`config.mk`:
```
export PLATFORM = sky130hd
export DESIGN_NAME = mbf_unit
export DESIGN_NICKNAME = d
export VERILOG_FILES = /design/src/rtl/mbf_pkg.sv /design/src/rtl/mbf_lane.sv /design/src/rtl/mbf_array.sv /design/src/rtl/mbf_unit.sv
export SDC_FILE = /design/constraint.sdc
export NUM_CORES = 1
export LEC_CHECK = 0
export BUFFER_PORTS_ARGS = -buffer_cell sky130_fd_sc_hd__buf_2
export CORE_MARGIN = 5
export CORE_UTILIZATION = 50
export CTS_BUF_LIST = sky130_fd_sc_hd__clkbuf_2
export DETAILED_ROUTE_END_ITERATION = 16
export GPL_TIMING_DRIVEN = 0
export MAX_ROUTING_LAYER = met4
export PLACE_DENSITY_LB_ADDON = 0.3
export SETUP_SLACK_MARGIN = 0.15
export SYNTH_ARGS = -nofsm -noshare
export SYNTH_HDL_FRONTEND = slang
export SYNTH_SLANG_ARGS = --single-unit
```
`constraint.sdc`:
```
create_clock -name clk -period 0.85 [get_ports clk]
set_input_delay 0.085 -clock clk [delete_from_list [all_inputs] [get_ports clk]]
set_output_delay 0.085 -clock clk [all_outputs]
set_load 0.02 [all_outputs]
```
`src/rtl/mbf_pkg.sv`:
```
package mbf_pkg;

    localparam int unsigned FN_W = 4;

    typedef logic [FN_W-1:0] fn_code_t;

    localparam fn_code_t FN_ZERO  = 4'b0000;
    localparam fn_code_t FN_NOR   = 4'b0001;
    localparam fn_code_t FN_NOTA  = 4'b0011;
    localparam fn_code_t FN_ANDN  = 4'b0100;
    localparam fn_code_t FN_NOTB  = 4'b0101;
    localparam fn_code_t FN_XOR   = 4'b0110;
    localparam fn_code_t FN_NAND  = 4'b0111;
    localparam fn_code_t FN_AND   = 4'b1000;
    localparam fn_code_t FN_XNOR  = 4'b1001;
    localparam fn_code_t FN_COPYB = 4'b1010;
    localparam fn_code_t FN_COPYA = 4'b1100;
    localparam fn_code_t FN_ORN   = 4'b1101;
    localparam fn_code_t FN_OR    = 4'b1110;
    localparam fn_code_t FN_ONES  = 4'b1111;

endpackage

```
`src/rtl/mbf_lane.sv`:
```
module mbf_lane
    import mbf_pkg::*;
(
    input  fn_code_t fn,
    input  logic     a_bit,
    input  logic     b_bit,
    output logic     y
);
    // The code is the truth table; the operand pair picks one entry.
    logic [1:0] sel;

    always_comb begin
        sel = {a_bit, b_bit};
        y   = fn[sel];
    end

endmodule

```
`src/rtl/mbf_array.sv`:
```
module mbf_array
    import mbf_pkg::*;
#(
    parameter int unsigned XLEN = 32
) (
    input  fn_code_t          fn,
    input  logic [XLEN-1:0]   a,
    input  logic [XLEN-1:0]   b,
    output logic [XLEN-1:0]   y
);
    // One independent lane per mask element.
    for (genvar gi = 0; gi < XLEN; gi++) begin : g_lane
        mbf_lane u_lane (
            .fn    (fn),
            .a_bit (a[gi]),
            .b_bit (b[gi]),
            .y     (y[gi])
        );
    end

endmodule

```
`src/rtl/mbf_unit.sv`:
```
module mbf_unit
    import mbf_pkg::*;
#(
    parameter int unsigned XLEN = 32
) (
    input  logic            clk,
    input  logic            rst_n,
    input  logic            in_valid,
    input  logic [3:0]      fn,
    input  logic [XLEN-1:0] a,
    input  logic [XLEN-1:0] b,
    output logic [XLEN-1:0] result,
    output logic            out_valid
);
    localparam logic [XLEN-1:0] ALL_ZERO = '0;
    localparam logic [XLEN-1:0] ALL_ONE  = '1;

    typedef struct packed {
        logic            vld;
        logic [XLEN-1:0] res;
    } state_t;

    state_t st_d, st_q;
    logic [XLEN-1:0] comb_mask;

    mbf_array #(.XLEN(XLEN)) u_array (
        .fn (fn_code_t'(fn)),
        .a  (a),
        .b  (b),
        .y  (comb_mask)
    );

    always_comb begin
        st_d     = st_q;
        st_d.vld = in_valid;
        if (in_valid) begin
            st_d.res = comb_mask;
        end
    end

    always_ff @(posedge clk) begin
        if (!rst_n) begin
            st_q <= '{vld: 1'b0, res: ALL_ZERO};
        end else begin
            st_q <= st_d;
        end
    end

    assign result    = st_q.res;
    assign out_valid = st_q.vld;

    // valid follows the strobe by exactly one cycle
    p_valid_follow_r2: assert property (@(posedge clk) disable iff (!rst_n)
        in_valid |=> out_valid);
    p_valid_idle_r2: assert property (@(posedge clk) disable iff (!rst_n)
        !in_valid |=> !out_valid);
    // idle cycles leave the result untouched
    p_hold_r4: assert property (@(posedge clk) disable iff (!rst_n)
        !in_valid |=> $stable(result));
    // constant codes ignore both operands
    p_clear_r6: assert property (@(posedge clk) disable iff (!rst_n)
        (in_valid && fn == FN_ZERO) |=> result == ALL_ZERO);
    p_set_r6: assert property (@(posedge clk) disable iff (!rst_n)
        (in_valid && fn == FN_ONES) |=> result == ALL_ONE);
    // copy codes forward one operand
    p_copy_a_r7: assert property (@(posedge clk) disable iff (!rst_n)
        (in_valid && fn == FN_COPYA) |=> result == $past(a));
    p_copy_b_r7: assert property (@(posedge clk) disable iff (!rst_n)
        (in_valid && fn == FN_COPYB) |=> result == $past(b));
    // NAND is a real single operation
    p_nand_r8: assert property (@(posedge clk) disable iff (!rst_n)
        (in_valid && fn == FN_NAND) |=> result == ~($past(a) & $past(b)));

endmodule

```
# Yosys cells after proc, flatten, opt, wreduce, memory -nomap -nowiden
# Index checks and enable logic that the tools add are counted.
# totals
mem_bits_ro	0
latchBits	0
n_memories	0
ff_bits	33
mem_bits_rw	0
# classes
add_sub_neg	0
div_mod_pow	0
shifts	0
eq_ne	0
reduce_logical	0
mux	64
order_cmp	32
mul	0
n_bitwise	0
# op_table
cell	n
less-than comparator 2 x 3 -> 1 bit, second input constant	32
binary-select mux 1 bit (select 2 bit)	32
two-way mux 1 bit	32

# Logic depth before layout (Yosys ltp)
# Gate-level depths: netlist of run 1.
# depth
depth_word	2
ltp_mapped	5
mapped_depth_nobuf	2

# Cells and area by module
# From an unflattened synthesis of run 1, not the netlist that was laid out.
# unflattened
cells_unflattened	137
area_unflattened_um2	1990.7
# by_module_without_submodules
module	n_inst	cells_per_inst	area_per_inst_um2	seq_area_each_um2
mbf_unit	1	105	1270.0	660.6
mbf_lane	32	1	22.5	0.0

# Worst setup path before layout of run 1
# Ideal clock, no wire load.
# synth_path
path_kind	input-to-reg
start	in rst_n
end	reg st_q (netlist bit result[22])
t_required_ps	724
cell_stages	5
arrival_ps	621
path_slack_ps	102
n_path_buf	3
path_cell_list	buf_6 -> buf_6 -> buf_6 -> nand3b_1 -> o221ai_2
# synth_rtl
element	line_no	rtl
from (decl)	mbf_unit.sv:7	input logic rst_n,
to (signal assigned)	mbf_unit.sv:43	st_q <= '{vld: 1'b0, res: ALL_ZERO};
to (signal assigned)	mbf_unit.sv:45	st_q <= st_d;
to (decl)	mbf_unit.sv:23	state_t st_d, st_q;

# Worst setup path after layout of run 1
# layout_path
start	reg st_q (netlist bit result[30])
end	out result[30]
# layout_rtl
element	line_no	rtl
to (decl)	mbf_unit.sv:12	output logic [XLEN-1:0] result,
# No word-level cell between the ends.

==> flow_metrics.tcl, run 1 <==
set metrics [dict create \
    run_status "finished with violations" \
    violations "hold timing, setup timing" \
    overflow 0 \
    critPathBufInv 1 \
    critical_path_class "reg2out" \
    hold_end "result[27]" \
    drt-wirelength-per-cell_um 19.2 \
    finalCritPeriodShare_pct 117 \
    gp_congestion 0.745 \
    postSynthAreaPerCell_um2 11.0 \
    drv_slew 0 \
    layout-drive-gt1-share_pct 59.6 \
    critical_path.top_delay_family "flip-flops" \
    diodes 0 \
    synth_edf_count 0 \
    timing.slew.headroom_pct 72.7 \
    wl_mm 9.20 \
    final_cells 478 \
    grt_pass1_wl_mm 14.5 \
    rsz0062_at_grt "true" \
    ys_warn_count 0 \
    cap_violations 0 \
    yosys-top-cells-count "64 x mux2i_1, 61 x nand3b_1, 33 x dfxtp_1, 30 x o221ai_2, 27 x nand3_2" \
    io_buffers 101 \
    num_rows 27 \
    tightest_slew_ns 0.410 \
    path_depth 1 \
    synth.most_common_cell "mux2i_1" \
    clkSlewWorstSetupHoldPaths_ns 0.19 \
    fin_ws_ns -0.147 \
    die_w_um 85.8 \
    synth_seq_area_share_pct 23.0 \
    syn-instance-count 260 \
    root_buffer "clkbuf_2" \
    ant_nets 0 \
    die_height_um 85.8 \
    required_ns 0.76 \
    crit_fanout 2 \
    powerDensity_mw_per_mm2 1060 \
    dp_hpwl_mm 5.94 \
    coreArea_mm2 0.00554 \
    reg2reg_from "result[29]" \
    clock_latency_ns 0.39 \
    drc 0 \
    synthesis.area_mm2 0.00287 \
    holdPathStages 3 \
    cts_made_buffers 5 \
    min_from "a[27]" \
    cellLeakagePower_nw 1.81 \
    vias_per_cell 5.87 \
    rrSetupSlack_ns 0 \
    antenna_found_initial 0 \
    yosysTopAreaCell "dfxtp_1" \
    clock_sinks 33 \
    start_util_pct 51.9 \
    r2r-end "result[29]" \
    reg2reg_depth 4 \
    grt_max_degree 11 \
    fin_hold_ws_ns -0.0154 \
    areaGrowthSynthToFinish_pct 44.4 \
    finalHoldViolCount 10 \
    crit_path_start_kind "register" \
    path_cells "buf_6" \
    async_reset_ff_share_pct 0 \
    final_core_util_pct 74.9 \
    synth-seq-cells 33 \
    drtPass1Iterations 4 \
    synth_cell_types 14 \
    clockBufferDepth 2 \
    io_pins 104 \
    synth_nets 331 \
    grt_usage_pct 25.1 \
    yosys-top-cells-area "dfxtp_1 23%, mux2i_1 22%, nand3b_1 16%" \
    ir_drop_mv 0.755 \
    synth_flop_cell "dfxtp_1" \
    dieArea_mm2 0.00736 \
    first_global_vias 2977 \
    critPathMaxStageDelay_ns 0.40 \
    setup_viol 34 \
    p_total_w 0.00442 \
    finalNetCount 476 \
    vias 2808 \
    cts_tree "yes" \
    crit_slowest_cell "dfxtp_2" \
    crit_path_end_kind "primary output" \
    finClkSkew_ns 0 \
    cp.arrival_ns 0.91 \
    hold_class "in2reg" \
    dr.first_iter.drc_count 110 \
    fmax_mhz 1000 \
    htree_levels 2 \
    yosys.area.top_type_share_pct 23.0 \
    finalCriticalPeriod_ns 0.997 \
    dp_cells 433 \
    post-place-ws_ns -0.0560 \
]
==> cell type report <==
class	count	area [µm²]
clock inverters	2	10.0
plain buffers	34	295
clock buffers	6	30.0
flip-flops and latches	33	702
multi-input cells	193	1930
well taps	72	90.1
fillers	409	1390
repair buffers	138	1090
==> per-stage QoR <==
step | instance area [µm²] | TNS (ns)
2_1_floorplan | 2880 | 0
3_3_place_gp | 3480 | -0.708
3_5_place_dp | 3480 | -0.606
4_1_cts | 4080 | -4.15
5_1_grt | 4150 | -5.75
6_report | 4150 | -3.92
==> where the power goes <==
part	switching [W]	internal, W
clock	0.000606	0.000207
sequential	0.0000927	0.00170
combinational	0.000889	0.000927
total	0.00159	0.00283
==> logic make-up (layout without fill, tap and decap cells) <==
| kind of cell | after synthesis | in the layout | share of synthesized area, % |
|---|---|---|---|
| buffers and inverters | 34 | 180 | 9.89 |
| and+or+nand+nor | 97 | 97 | 28.5 |
| muxes | 64 | 64 | 22.3 |
| AOI/OAI and AO/OA | 32 | 32 | 16.3 |
| DFF | 33 | 33 | 23.0 |
==> worst max path at each step <==
stage / start / end / slack [ns]
floorplan: rst_n / result[22] / 0.11
global placement: in_valid / result[24] / -0.08
detailed placement: in_valid / result[26] / -0.06
finish: result[30] / result[30] / -0.15
CTS: result[17] / result[17] / -0.14
global route: result[2] / result[2] / -0.20
==> repair_timing <==
action,4_1_cts,5_1_grt
buffers inserted,4,2
endpoints found under the hold margin,28,26
hold buffers,28,9
resized for setup,99,6
setup endpoints to repair,33,45
pin swaps,0,2
==> sequential cells by signal (all words and copies together), names as in the netlist <==
name,flops
out_valid,1
result,32
==> per-layer routing <==
layer	global-route usage (%)	share of wire [%]	up-vias
li1	-	-	1300
met1	30.1	42	1393
met2	43.4	51	101
met3	4.13	5.8	14
met4	6.91	1.5	0
met5	-	0	-
==> layout by cell type (no fill, tap or decap) <==
master	netlist	final
clkinv_2	0	2
buf_6	8	43
clkbuf_1	1	1
nand3b_1	61	61
nand3_1	5	5
mux2i_1	64	64
o221ai_1	2	1
nand3_2	27	27
buf_8	0	3
buf_12	4	4
clkbuf_2	0	6
nand3b_4	3	3
dlygate4sd3_1	0	31
buf_4	2	3
buf_2	19	87
o221ai_2	30	31
dfxtp_2	0	33
and2_1	1	1
Note: power is estimated with default switching activity, not from simulation.
==> run 2, diff against run 1 <==
Settings changed: ABC_AREA set to 1.
==> run 2 against run 1 <==
Net effect: the flow finishes with violations (setup timing); non-clock buffer count shrank 16; critical path depth stayed put; sequential share of layout area up 1.8 points; die area decreased by 12%; global-route usage is 0.66 points higher; register-to-register slack better by 0.19 ns; first-iteration DRC count grew 32%; clock power down 15%; utilization grew 4.0 points; sequential power about the same; critical endpoint is now result[6]; largest power group is now sequential cells.
==> flow_metrics.tcl, run 2 <==
set metrics [dict create \
    run_status "finished with violations" \
    violations "setup timing" \
    ir_drop_mv 0.734 \
    first_global_vias 2964 \
    largest_register_ffs 32 \
    io_buffers 102 \
    drtPass1Iterations 5 \
    fmax_mhz 1020 \
    mostFrequentLayoutCells "157 x nand2_1, 73 x buf_2, 56 x inv_1, 45 x buf_6, 34 x nand3_1" \
    finalNetCount 621 \
    diodes 0 \
    path_cells "buf_6" \
    grt_pass1_wl_mm 12.8 \
    gp_congestion 0.798 \
    die_height_um 80.3 \
    critPathMaxStageDelay_ns 0.40 \
    drc 0 \
    root_buffer "clkbuf_2" \
    vias_per_cell 5.12 \
    tightest_slew_ns 0.387 \
    htree_levels 2 \
    num_rows 25 \
    ys_warn_count 0 \
    required_ns 0.76 \
    cellLeakagePower_nw 2.14 \
    finClkSkew_ns 0 \
    dieArea_mm2 0.00645 \
    p_total_w 0.00413 \
    timing.slew.headroom_pct 74.2 \
    fin_ws_ns -0.132 \
    synth_cell_types 12 \
    async_reset_ff_share_pct 0 \
    clock_sinks 33 \
    crit_fanout 2 \
    fin_hold_ws_ns 0.0282 \
    start_util_pct 52.0 \
    crit_path_start_kind "register" \
    dp_hpwl_mm 5.44 \
    setup_viol 33 \
    synth_nets 480 \
    io_pins 104 \
    finalCritPeriodShare_pct 116 \
    overflow 0 \
    layout-drive-gt1-share_pct 39.2 \
    cap_violations 0 \
    critical_path.top_delay_family "flip-flops" \
    cp.arrival_ns 0.90 \
    grt_usage_pct 25.8 \
    final_cells 616 \
    wl_mm 8.23 \
    post_cts_buffers 0 \
    synth_seq_area_share_pct 26.7 \
    clock_latency_ns 0.37 \
    yosys-top-cells-count "161 x nand2_1, 65 x inv_1, 39 x nand3_1, 33 x dfxtp_1, 32 x o21ai_0" \
    clockBufferDepth 2 \
    crit_path_end_kind "primary output" \
    drt-wirelength-per-cell_um 13.4 \
    dr.first_iter.drc_count 145 \
    synth-seq-cells 33 \
    critical_path_class "reg2out" \
    synthesis.area_mm2 0.00247 \
    rsz0062_at_grt "true" \
    cts_tree "yes" \
    yosysTopAreaCell "dfxtp_1" \
    finalCriticalPeriod_ns 0.982 \
    synth.most_common_cell "nand2_1" \
    areaGrowthSynthToFinish_pct 51.6 \
    synth_flop_cell "dfxtp_1" \
    clkSlewWorstSetupHoldPaths_ns 0.18 \
    grt_max_degree 11 \
    cts_made_buffers 5 \
    powerDensity_mw_per_mm2 1100 \
    final_common_cell "nand2_1" \
    yosys-top-cells-area "dfxtp_1 27%, nand2_1 24%, nand3_2 10%" \
    synth_edf_count 0 \
    antenna_found_initial 0 \
    yosys.area.top_type_share_pct 26.7 \
    crit_slowest_cell "dfxtp_2" \
    die_w_um 80.3 \
    syn-instance-count 409 \
    finalHoldViolCount 0 \
    coreArea_mm2 0.00475 \
    critPathBufInv 1 \
    drv_slew 0 \
    dp_cells 578 \
    vias 3153 \
    hold_class "in2reg" \
    ant_nets 0 \
    postSynthAreaPerCell_um2 6.05 \
]
==> run 2: where the power goes <==
part / internal [W] / leakage, nW / switching (W) / total (W)
clock: 0.000168 / 0.0247 / 0.000524 / 0.000692
combinational: 0.000775 / 1.83 / 0.000876 / 0.00165
sequential: 0.00170 / 0.284 / 0.0000951 / 0.00179
total: 0.00264 / 2.14 / 0.00149 / 0.00413
==> run 2: tightest hold or removal path, stage by stage <==
cell and delay (ns):
buf_2 0.09, nand3_2 0.06, nand2_1 0.06, a21oi_1 0.06
==> run 2: metal layers <==
layer  track usage, %  wire length (µm)
met5                -                 0
met4             8.61               271
met3             5.49               644
met2             45.5              4170
met1             28.7              3150
==> run 2: timing repair <==
item | in CTS | in global routing
gates resized for setup | 99 | 47
hold endpoints to repair | 23 | 6
endpoints found under the setup margin | 33 | 53
hold buffers | 26 | 6
pin swaps | 0 | 19
cloned | 0 | 0
==> run 2: metrics by stage <==
step                      utilization [%]  cell area (µm²)  setup slack (ns)  TNS, ns
final                                78.9             3750            -0.132    -2.92
after global routing                 78.9             3750            -0.165    -4.58
after global placement               64.6             3070           -0.0559   -0.835
after floorplan                         -             2470             0.156        0
after CTS                            75.9             3610            -0.126    -3.29
after detailed placement             64.6             3070           -0.0892    -1.48
==> run 2: cell type report <==
type | instances | area [µm²]
repair buffers | 134 | 1060
clock inverters | 1 | 5.00
plain buffers | 22 | 181
inverters | 65 | 244
flip-flops and latches | 33 | 702
well taps | 67 | 83.8
fillers | 371 | 1000
multi-input cells | 289 | 1450
clock buffers | 5 | 25.0
==> run 2: final timing paths <==
| kind | slack, ns | depth (start not counted) | startpoint | to |
|---|---|---|---|---|
| worst min-delay path | 0.03 | 4 | a[18] | result[18] |
| worst min register to register | 0.53 | 2 | result[23] | result[23] |
| worst max-delay path | -0.13 | 1 | result[6] | result[6] |
| worst max register to register | 0.19 | 2 | result[4] | result[4] |
==> run 2: kinds of logic (layout without fill, tap and decap cells) <==
family	Yosys count	in the layout	synth area share (%)
compound gates	64	64	13.7
flops	33	33	26.7
simple gates	225	225	42.4
buf+inv	87	227	17.1
